**src/rtl/pwm_quad_pkg.sv**
```systemverilog
package pwm_quad_pkg;
  localparam int NPAIR   = 4;
  localparam int DW      = 16;
  localparam int AW      = 7;
  localparam int PSC_W   = 3;
  localparam int PRE_W   = 1 << PSC_W;
  localparam int OUT_W   = 2 * NPAIR;
  localparam int HB_W    = 4;
  localparam int NSLOT   = 4;
  localparam int PIW     = $clog2(NPAIR);
  localparam logic [AW-1:0] ADDR_CTRL = 7'h00;
  localparam logic [AW-1:0] ADDR_CLR  = 7'h08;

  typedef struct packed {
    logic             syncEn;
    logic [NPAIR-1:0] invOdd;
    logic             irqEn;
    logic             pairEn;
    logic [PSC_W-1:0] presc;
    logic             hbInv;
    logic             hiOff;
    logic             load;
    logic             dir;
    logic             hbMode;
    logic             en;
  } ctrlT;

  typedef struct packed {
    logic             en;
    logic             hbMode;
    logic             dir;
    logic             hiOff;
    logic             hbInv;
    logic             pairEn;
    logic [NPAIR-1:0] invOdd;
  } outCfgT;

  typedef struct packed {
    logic             tick;
    logic             syncClr;
    logic [NPAIR-1:0] loadPend;
  } strobeT;
endpackage

```
**src/rtl/pwm_quad_ctrl.sv**
```systemverilog
module pwm_quad_ctrl
  import pwm_quad_pkg::*;
(
  input  logic                             clk,
  input  logic                             rstN,
  input  logic                             regWrEn,
  input  logic [AW-1:0]                    regAddr,
  input  logic [DW-1:0]                    regWrData,
  output logic [DW-1:0]                    regRdData,
  input  logic                             syncIn,
  input  logic                             tripIn,
  input  logic [NPAIR-1:0]                 wrap,
  output logic [NPAIR-1:0][NSLOT-1:0][DW-1:0] stage,
  output outCfgT                           cfg,
  output strobeT                           stb,
  output logic                             irqOut
);
  localparam int GW = AW - 4;

  ctrlT               ctrlR;
  ctrlT               wNew;
  logic [NPAIR-1:0]   pending;
  logic [GW-1:0]      grp;
  logic               pairHit;
  logic [PIW-1:0]     pIdx;
  logic [1:0]         slot;
  logic [PRE_W-1:0]   prCnt;
  logic [PRE_W-1:0]   prMask;
  logic               tick;
  logic               syncA, syncB, syncC, syncHit;
  logic [NPAIR:0]     flags, setV, clrV;
  logic               ctrlWr;

  assign wNew    = ctrlT'(regWrData);
  assign grp     = regAddr[AW-1:4];
  assign slot    = regAddr[3:2];
  assign pairHit = (grp != '0) && (int'(grp) <= NPAIR);
  assign pIdx    = PIW'(grp - 1'b1);
  assign ctrlWr  = regWrEn && (regAddr == ADDR_CTRL);

  // staging registers: written any time, copied by the datapath on request
  always_ff @(posedge clk) begin
    if (!rstN) stage <= '0;
    else if (regWrEn && pairHit) stage[pIdx][slot] <= regWrData;
  end

  // control register and per-pair load bookkeeping
  always_ff @(posedge clk) begin
    if (!rstN) begin
      ctrlR   <= '0;
      pending <= '0;
    end else if (ctrlWr) begin
      ctrlR   <= wNew;
      pending <= wNew.load ? '1 : (pending & ~wrap);
    end else begin
      pending <= pending & ~wrap;
      if (ctrlR.load && !ctrlR.hbMode && (pending == '0)) ctrlR.load <= 1'b0;
    end
  end

  // prescaler: tick once every 2^(code+1) clocks
  assign prMask = PRE_W'((32'd1 << (int'(ctrlR.presc) + 1)) - 32'd1);
  assign tick   = ctrlR.en && ((prCnt & prMask) == prMask);

  always_ff @(posedge clk) begin
    if (!rstN || !ctrlR.en || syncHit) prCnt <= '0;
    else prCnt <= prCnt + 1'b1;
  end

  // sync input: two-flop synchroniser, falling edge detect, one-cycle restart
  always_ff @(posedge clk) begin
    if (!rstN) begin
      syncA   <= 1'b1;
      syncB   <= 1'b1;
      syncC   <= 1'b1;
      syncHit <= 1'b0;
    end else begin
      syncA   <= syncIn;
      syncB   <= syncA;
      syncC   <= syncB;
      syncHit <= ctrlR.syncEn && syncC && !syncB;
    end
  end

  // interrupt flags, write-1-to-clear
  assign setV = ctrlR.irqEn ? {tripIn, wrap} : '0;
  assign clrV = (regWrEn && regAddr == ADDR_CLR) ? regWrData[NPAIR:0] : '0;

  always_ff @(posedge clk) begin
    if (!rstN) flags <= '0;
    else flags <= (flags & ~clrV) | setV;
  end

  assign irqOut = |flags;

  always_comb begin
    regRdData = '0;
    if (regAddr == ADDR_CTRL) regRdData = ctrlR;
    else if (pairHit)         regRdData = stage[pIdx][slot];
  end

  assign cfg.en     = ctrlR.en;
  assign cfg.hbMode = ctrlR.hbMode;
  assign cfg.dir    = ctrlR.dir;
  assign cfg.hiOff  = ctrlR.hiOff;
  assign cfg.hbInv  = ctrlR.hbInv;
  assign cfg.pairEn = ctrlR.pairEn;
  assign cfg.invOdd = ctrlR.invOdd;

  assign stb.tick     = tick;
  assign stb.syncClr  = syncHit;
  assign stb.loadPend = pending;
endmodule

```
**src/rtl/pwm_quad_dp.sv**
```systemverilog
module pwm_quad_dp
  import pwm_quad_pkg::*;
(
  input  logic                                clk,
  input  logic                                rstN,
  input  outCfgT                              cfg,
  input  strobeT                              stb,
  input  logic [NPAIR-1:0][NSLOT-1:0][DW-1:0] stage,
  output logic [NPAIR-1:0]                    wrap,
  output logic [NPAIR*DW-1:0]                 cntFlat,
  output logic [OUT_W-1:0]                    pwmOut
);
  logic [OUT_W-1:0] raw;
  logic [OUT_W-1:0] nxt;

  for (genvar p = 0; p < NPAIR; p++) begin : gPair
    logic [DW-1:0]             cnt;
    logic [NSLOT-1:0][DW-1:0]  act;

    assign wrap[p] = stb.tick && !stb.syncClr && (cnt == act[3]);

    always_ff @(posedge clk) begin
      if (!rstN) begin
        cnt <= '0;
        act <= '0;
      end else begin
        if (!cfg.en || stb.syncClr) cnt <= '0;
        else if (stb.tick)          cnt <= (cnt == act[3]) ? '0 : cnt + DW'(1);
        if (wrap[p] && stb.loadPend[p]) act <= stage[p];
      end
    end

    assign raw[2*p]          = cnt < act[0];
    assign raw[2*p+1]        = (cnt >= act[1]) && (cnt < act[2]);
    assign cntFlat[p*DW +: DW] = cnt;
  end

  // output steering: odd inversion, H-bridge inversion, holds, master enable
  always_comb begin
    nxt = raw;
    for (int p = 0; p < NPAIR; p++) nxt[2*p+1] = raw[2*p+1] ^ cfg.invOdd[p];
    if (cfg.hbMode) begin
      if (cfg.hbInv) nxt[HB_W-1:0] = ~nxt[HB_W-1:0];
      if (cfg.dir) nxt[HB_W-1:HB_W/2] = '0;
      else         nxt[HB_W/2-1:0]    = '0;
      if (cfg.hiOff) begin
        nxt[0] = 1'b0;
        nxt[2] = 1'b0;
      end else if (!cfg.pairEn) begin
        nxt[HB_W-1:0] = '0;
      end
    end
    if (!cfg.en) nxt = '0;
  end

  always_ff @(posedge clk) begin
    if (!rstN) pwmOut <= '0;
    else pwmOut <= nxt;
  end
endmodule

```
**src/rtl/pwm_quad.sv**
```systemverilog
module pwm_quad
  import pwm_quad_pkg::*;
(
  input  logic             clk,
  input  logic             rstN,
  input  logic             regWrEn,
  input  logic [AW-1:0]    regAddr,
  input  logic [DW-1:0]    regWrData,
  output logic [DW-1:0]    regRdData,
  input  logic             syncIn,
  input  logic             tripIn,
  output logic [OUT_W-1:0] pwmOut,
  output logic             irqOut
);
  logic [NPAIR-1:0][NSLOT-1:0][DW-1:0] stageW;
  outCfgT                              cfgW;
  strobeT                              stbW;
  logic [NPAIR-1:0]                    wrapW;
  logic [NPAIR*DW-1:0]                 cntW;

  pwm_quad_ctrl u_ctrl (
    .clk(clk), .rstN(rstN), .regWrEn(regWrEn), .regAddr(regAddr),
    .regWrData(regWrData), .regRdData(regRdData), .syncIn(syncIn),
    .tripIn(tripIn), .wrap(wrapW), .stage(stageW), .cfg(cfgW),
    .stb(stbW), .irqOut(irqOut)
  );

  pwm_quad_dp u_dp (
    .clk(clk), .rstN(rstN), .cfg(cfgW), .stb(stbW), .stage(stageW),
    .wrap(wrapW), .cntFlat(cntW), .pwmOut(pwmOut)
  );
endmodule

```
**config.mk**
```make
export PLATFORM = sky130hd
export DESIGN_NAME = pwm_quad
export DESIGN_NICKNAME = d
export VERILOG_FILES = /design/src/rtl/pwm_quad_pkg.sv /design/src/rtl/pwm_quad_ctrl.sv /design/src/rtl/pwm_quad_dp.sv /design/src/rtl/pwm_quad.sv
export SDC_FILE = /design/constraint.sdc
export NUM_CORES = 2
export LEC_CHECK = 0
export ABC_CLOCK_PERIOD_IN_PS = 9550
export BUFFER_PORTS_ARGS = -buffer_cell sky130_fd_sc_hd__clkbuf_2
export CAP_MARGIN = 20
export CORE_ASPECT_RATIO = 1.5
export CORE_MARGIN = 1
export CORE_UTILIZATION = 40
export CTS_CLUSTER_DIAMETER = 150
export DETAILED_ROUTE_END_ITERATION = 8
export PLACE_DENSITY = 0.53
export REMOVE_ABC_BUFFERS = 1
export SLEW_MARGIN = 20
export SYNTH_ARGS = -nofsm -noshare
export SYNTH_HDL_FRONTEND = slang
export SYNTH_SLANG_ARGS = --single-unit
```
**constraint.sdc**
```tcl
create_clock -name clk -period 9.55 [get_ports clk]
set_input_delay 1.91 -clock clk [delete_from_list [all_inputs] [get_ports clk]]
set_output_delay 1.91 -clock clk [all_outputs]
set_load 0.02 [all_outputs]
```
==> impl_metrics.json <==
{
  "status": "completed",
  "ys_warn_count": 0,
  "ant_nets": 0,
  "hp-class": "reg2reg",
  "ioPinCount": 53,
  "fin_crit_sh": 0.7313,
  "holdPathEnd": "u_ctrl.syncB$_SDFF_PN1_",
  "relSlewSlack": 0.2296,
  "comb_power_share": 0.034,
  "synth_top_family_by_area": "simple AND/OR/NAND/NOR gates",
  "start_util": 0.4061,
  "startpoint": "regAddr[4]",
  "cp_max_fo": 33,
  "routabilityCongestion": 0.8817,
  "dp_slack_ps": 2552,
  "cts_tree": "built",
  "viasPerCell": 5.481,
  "grt_pass1_vias": 24110,
  "wl_per_cell_um": 22.89,
  "path_cells": "buf_4 -> inv_1 -> ha_2 -> buf_4 -> mux4_2 -> mux4_2 -> inv_1 -> o21ai_0 -> clkbuf_2",
  "switchingPower_mw": 1.270,
  "setup_slack_ps": 2566,
  "report.final.slew_viol_count": 0,
  "vias": 25730,
  "crit_slowest_cell": "ha_2",
  "clockBufferDepth": 3,
  "drt_pass1_iterations": 5,
  "numCtsBuffers": 66,
  "swShare": 0.2305,
  "synthTopCellsByArea": "dfxtp_1, nand2_1, ha_1, a21boi_0, mux4_2",
  "reg2reg_depth": 11,
  "synth-compound-area-share": 0.1556,
  "vdd_ir_drop_max_mv": 0.1131,
  "clk_pin_slew_ps": 60,
  "drt_iter0_markers": 2306,
  "synthArstFlopShare": 0,
  "drc": 0,
  "synth_ff_type": "dfxtp_1",
  "synth_xor_area_frac": 0.03630,
  "core_area_mm2": 0.07664,
  "power_mw": 5.510,
  "synthMuxAreaShare": 0.05821,
  "leakage_nw": 11.66,
  "worst_slew_pin_slew_ps": 1152,
  "synthSimpleGateAreaFrac": 0.2084,
  "clock_latency_ps": 620,
  "crit_type": "in2out",
  "wl_met2_um": 51900,
  "die_w_um": 229.8,
  "final_layout_size_suffix_gt1_frac": 0.08114,
  "cts_root_buf": "clkbuf_16",
  "nets": 3864,
  "critPathArrivalTime_ps": 5070,
  "wirelength_um": 107400,
  "ys_seq_area_frac": 0.3994,
  "groute.usage.overall": 0.2709,
  "p_int_mw": 4.239,
  "fmax_mhz": 143.2,
  "rrSetupSlack_ps": 5040,
  "final_common_cell": "nand2_1",
  "drv_cap": 0,
  "finClkSkew_ps": 24.50,
  "cts.sinks": 621,
  "min_from": "u_ctrl.syncA$_SDFF_PN1_",
  "p_clk_frac": 0.491,
  "cts.htree.levels": 3,
  "setup_viol": 0,
  "rsz0062_at_grt": "no",
  "critPathCaptureType": "primary output",
  "wl_met3_um": 4953,
  "syn-mean-instance-area_um2": 8.293,
  "final_cell_mix": "nand2_1, dfxtp_1, nand3_1, o21ai_0, a21boi_0",
  "cts_hold_buf": 0,
  "post_cts_resized": 0,
  "min_period_ps": 6984,
  "grt_pass1_wl_um": 160000,
  "yosysTopAreaCell": "dfxtp_1",
  "top_layer": "met5",
  "required_ps": 7640,
  "start_kind": "input pin",
  "critPathMaxStageDelay_ps": 830,
  "whs_path_depth": 1,
  "nFillCells": 7661,
  "sequentialPowerShare": 0.474,
  "grt_max_degree": 189,
  "dpl.hpwl_um": 78630,
  "area_growth_pct": 9.592,
  "antenna_found_initial": 3,
  "regToRegStartpoint": "u_ctrl.ctrlR[7]$_SDFFE_PN0P_",
  "finalHoldViolations": 0,
  "tns_ps": 0,
  "drt-met1-wl_um": 45530,
  "synth_area_mm2": 0.03112,
  "die_area_mm2": 0.07895,
  "synthCells": 3753,
  "synth_cell_types": 65,
  "rows": 124,
  "io_buffers": 52,
  "die_h_um": 343.6,
  "yosys.area.top_type_share": 0.3994,
  "synth_seq_cells": 621,
  "power.density_mw_per_mm2": 161.5,
  "hold_slack_ps": 418.8,
  "rr_endpoint": "u_dp.gPair[0].act[60]$_SDFFE_PN0P_",
  "cts_setup_buffers": 0,
  "synth_fa_ha_area_frac": 0.07879,
  "synth_edf_count": 0,
  "overflow": 0
}
## cell usage after synthesis (3+ instances only)
library cell    n
nor2_1        107
xor2_1         46
nor4b_1         8
ha_1          196
and3_1         14
o21bai_1        4
o31ai_1         5
a21oi_1        72
a22oi_1         3
buf_6          11
o21ai_0       279
o211ai_1        8
and4_1          3
o21ai_1        32
inv_1         213
clkbuf_2       20
buf_1           6
nor3_1         11
buf_4           6
a31oi_1         7
nor4_1         42
nor3b_1         6
nand2_1       878
a211o_1         5
buf_2          29
nor2b_1        18
nand4_1        57
a2111oi_0       7
nand3_1       298
a21boi_0      273
nand2b_1       18
a211oi_1       11
dfxtp_1       621
a41oi_1         4
clkbuf_1      195
xnor2_1        83
o31a_1          6
and2_1          6
a21o_1         30
mux4_2         80
## through the flow
stage / utilization / instances / instance area, µm²
6_report: 0.4450 / 4694 / 34110
4_1_cts: 0.4450 / 4693 / 34110
5_1_grt: 0.4450 / 4693 / 34110
3_5_place_dp: 0.4159 / 4580 / 31880
2_1_floorplan: - / 3486 / 29960
3_3_place_gp: 0.4156 / 4580 / 31850
## kinds of logic (layout without fill, tap and decap cells)
group,Yosys count,count (layout)
AOI/OAI and AO/OA,764,764
xor gates and xnor gates,129,129
adders and majority gates,196,196
buffers and inverters,480,412
DFF,621,621
muxes,81,81
other,0,1
and+or+nand+nor,1482,1482
## sequential cells by signal, indices dropped and copies added (netlist names), 5 cells and up
| register | count |
|---|---|
| u_dp.gPair.act | 256 |
| u_ctrl.cfg | 10 |
| u_ctrl.prCnt | 8 |
| u_dp.pwmOut | 8 |
| u_dp.gPair.cnt | 64 |
| u_ctrl.flags | 5 |
| u_ctrl.stage | 256 |
| u_ctrl.ctrlR | 6 |
## layer usage
metal / global-route usage / up-vias
li1: - / 12570
met5: 0 / -
met4: 0.1322 / 4
met3: 0.02810 / 188
met1: 0.3408 / 12280
met2: 0.4625 / 687
## power groups by stage
stage                     Sequential [mW]  Combinational (mW)  Clock, mW
after global placement               2.67               0.187          0
after global routing                 2.61               0.201       2.85
final                                2.61               0.189       2.71
after detailed placement             2.67               0.188          0
after floorplan                      2.66              0.0701          0
after CTS                            2.61               0.189       2.75
## final cells by class
cell class                 instances  area [µm²]  area share
antenna                            1       2.502  0.00007336
clock buffer                      99        2042     0.05987
clock inverter                    14       185.2    0.005429
inverter                         213       799.5     0.02344
multi-input combinational       2652       16830      0.4935
sequential                       621       12430      0.3645
tap                             1008        1261     0.03698
timing repair buffer              86       553.0     0.01621
## worst max-delay path: cells and delay by family
family / cells / cell delay (ps)
AO/OA/AOI/OAI: 1 / 590
adder cells (fa/ha/maj): 1 / 830
buffers and inverters: 5 / 1200
multiplexers: 2 / 520
## how the worst max path moves through the flow
| stage | end | slack [ps] |
|---|---|---|
| floorplan | u_dp.gPair[1].act[0]$_SDFFE_PN0P_ | 2050 |
| global placement | regRdData[15] | 2550 |
| detailed placement | regRdData[15] | 2550 |
| CTS | regRdData[15] | 2550 |
| global route | regRdData[15] | 2440 |
| finish | regRdData[10] | 2570 |
(Power assumes the default switching activity.)
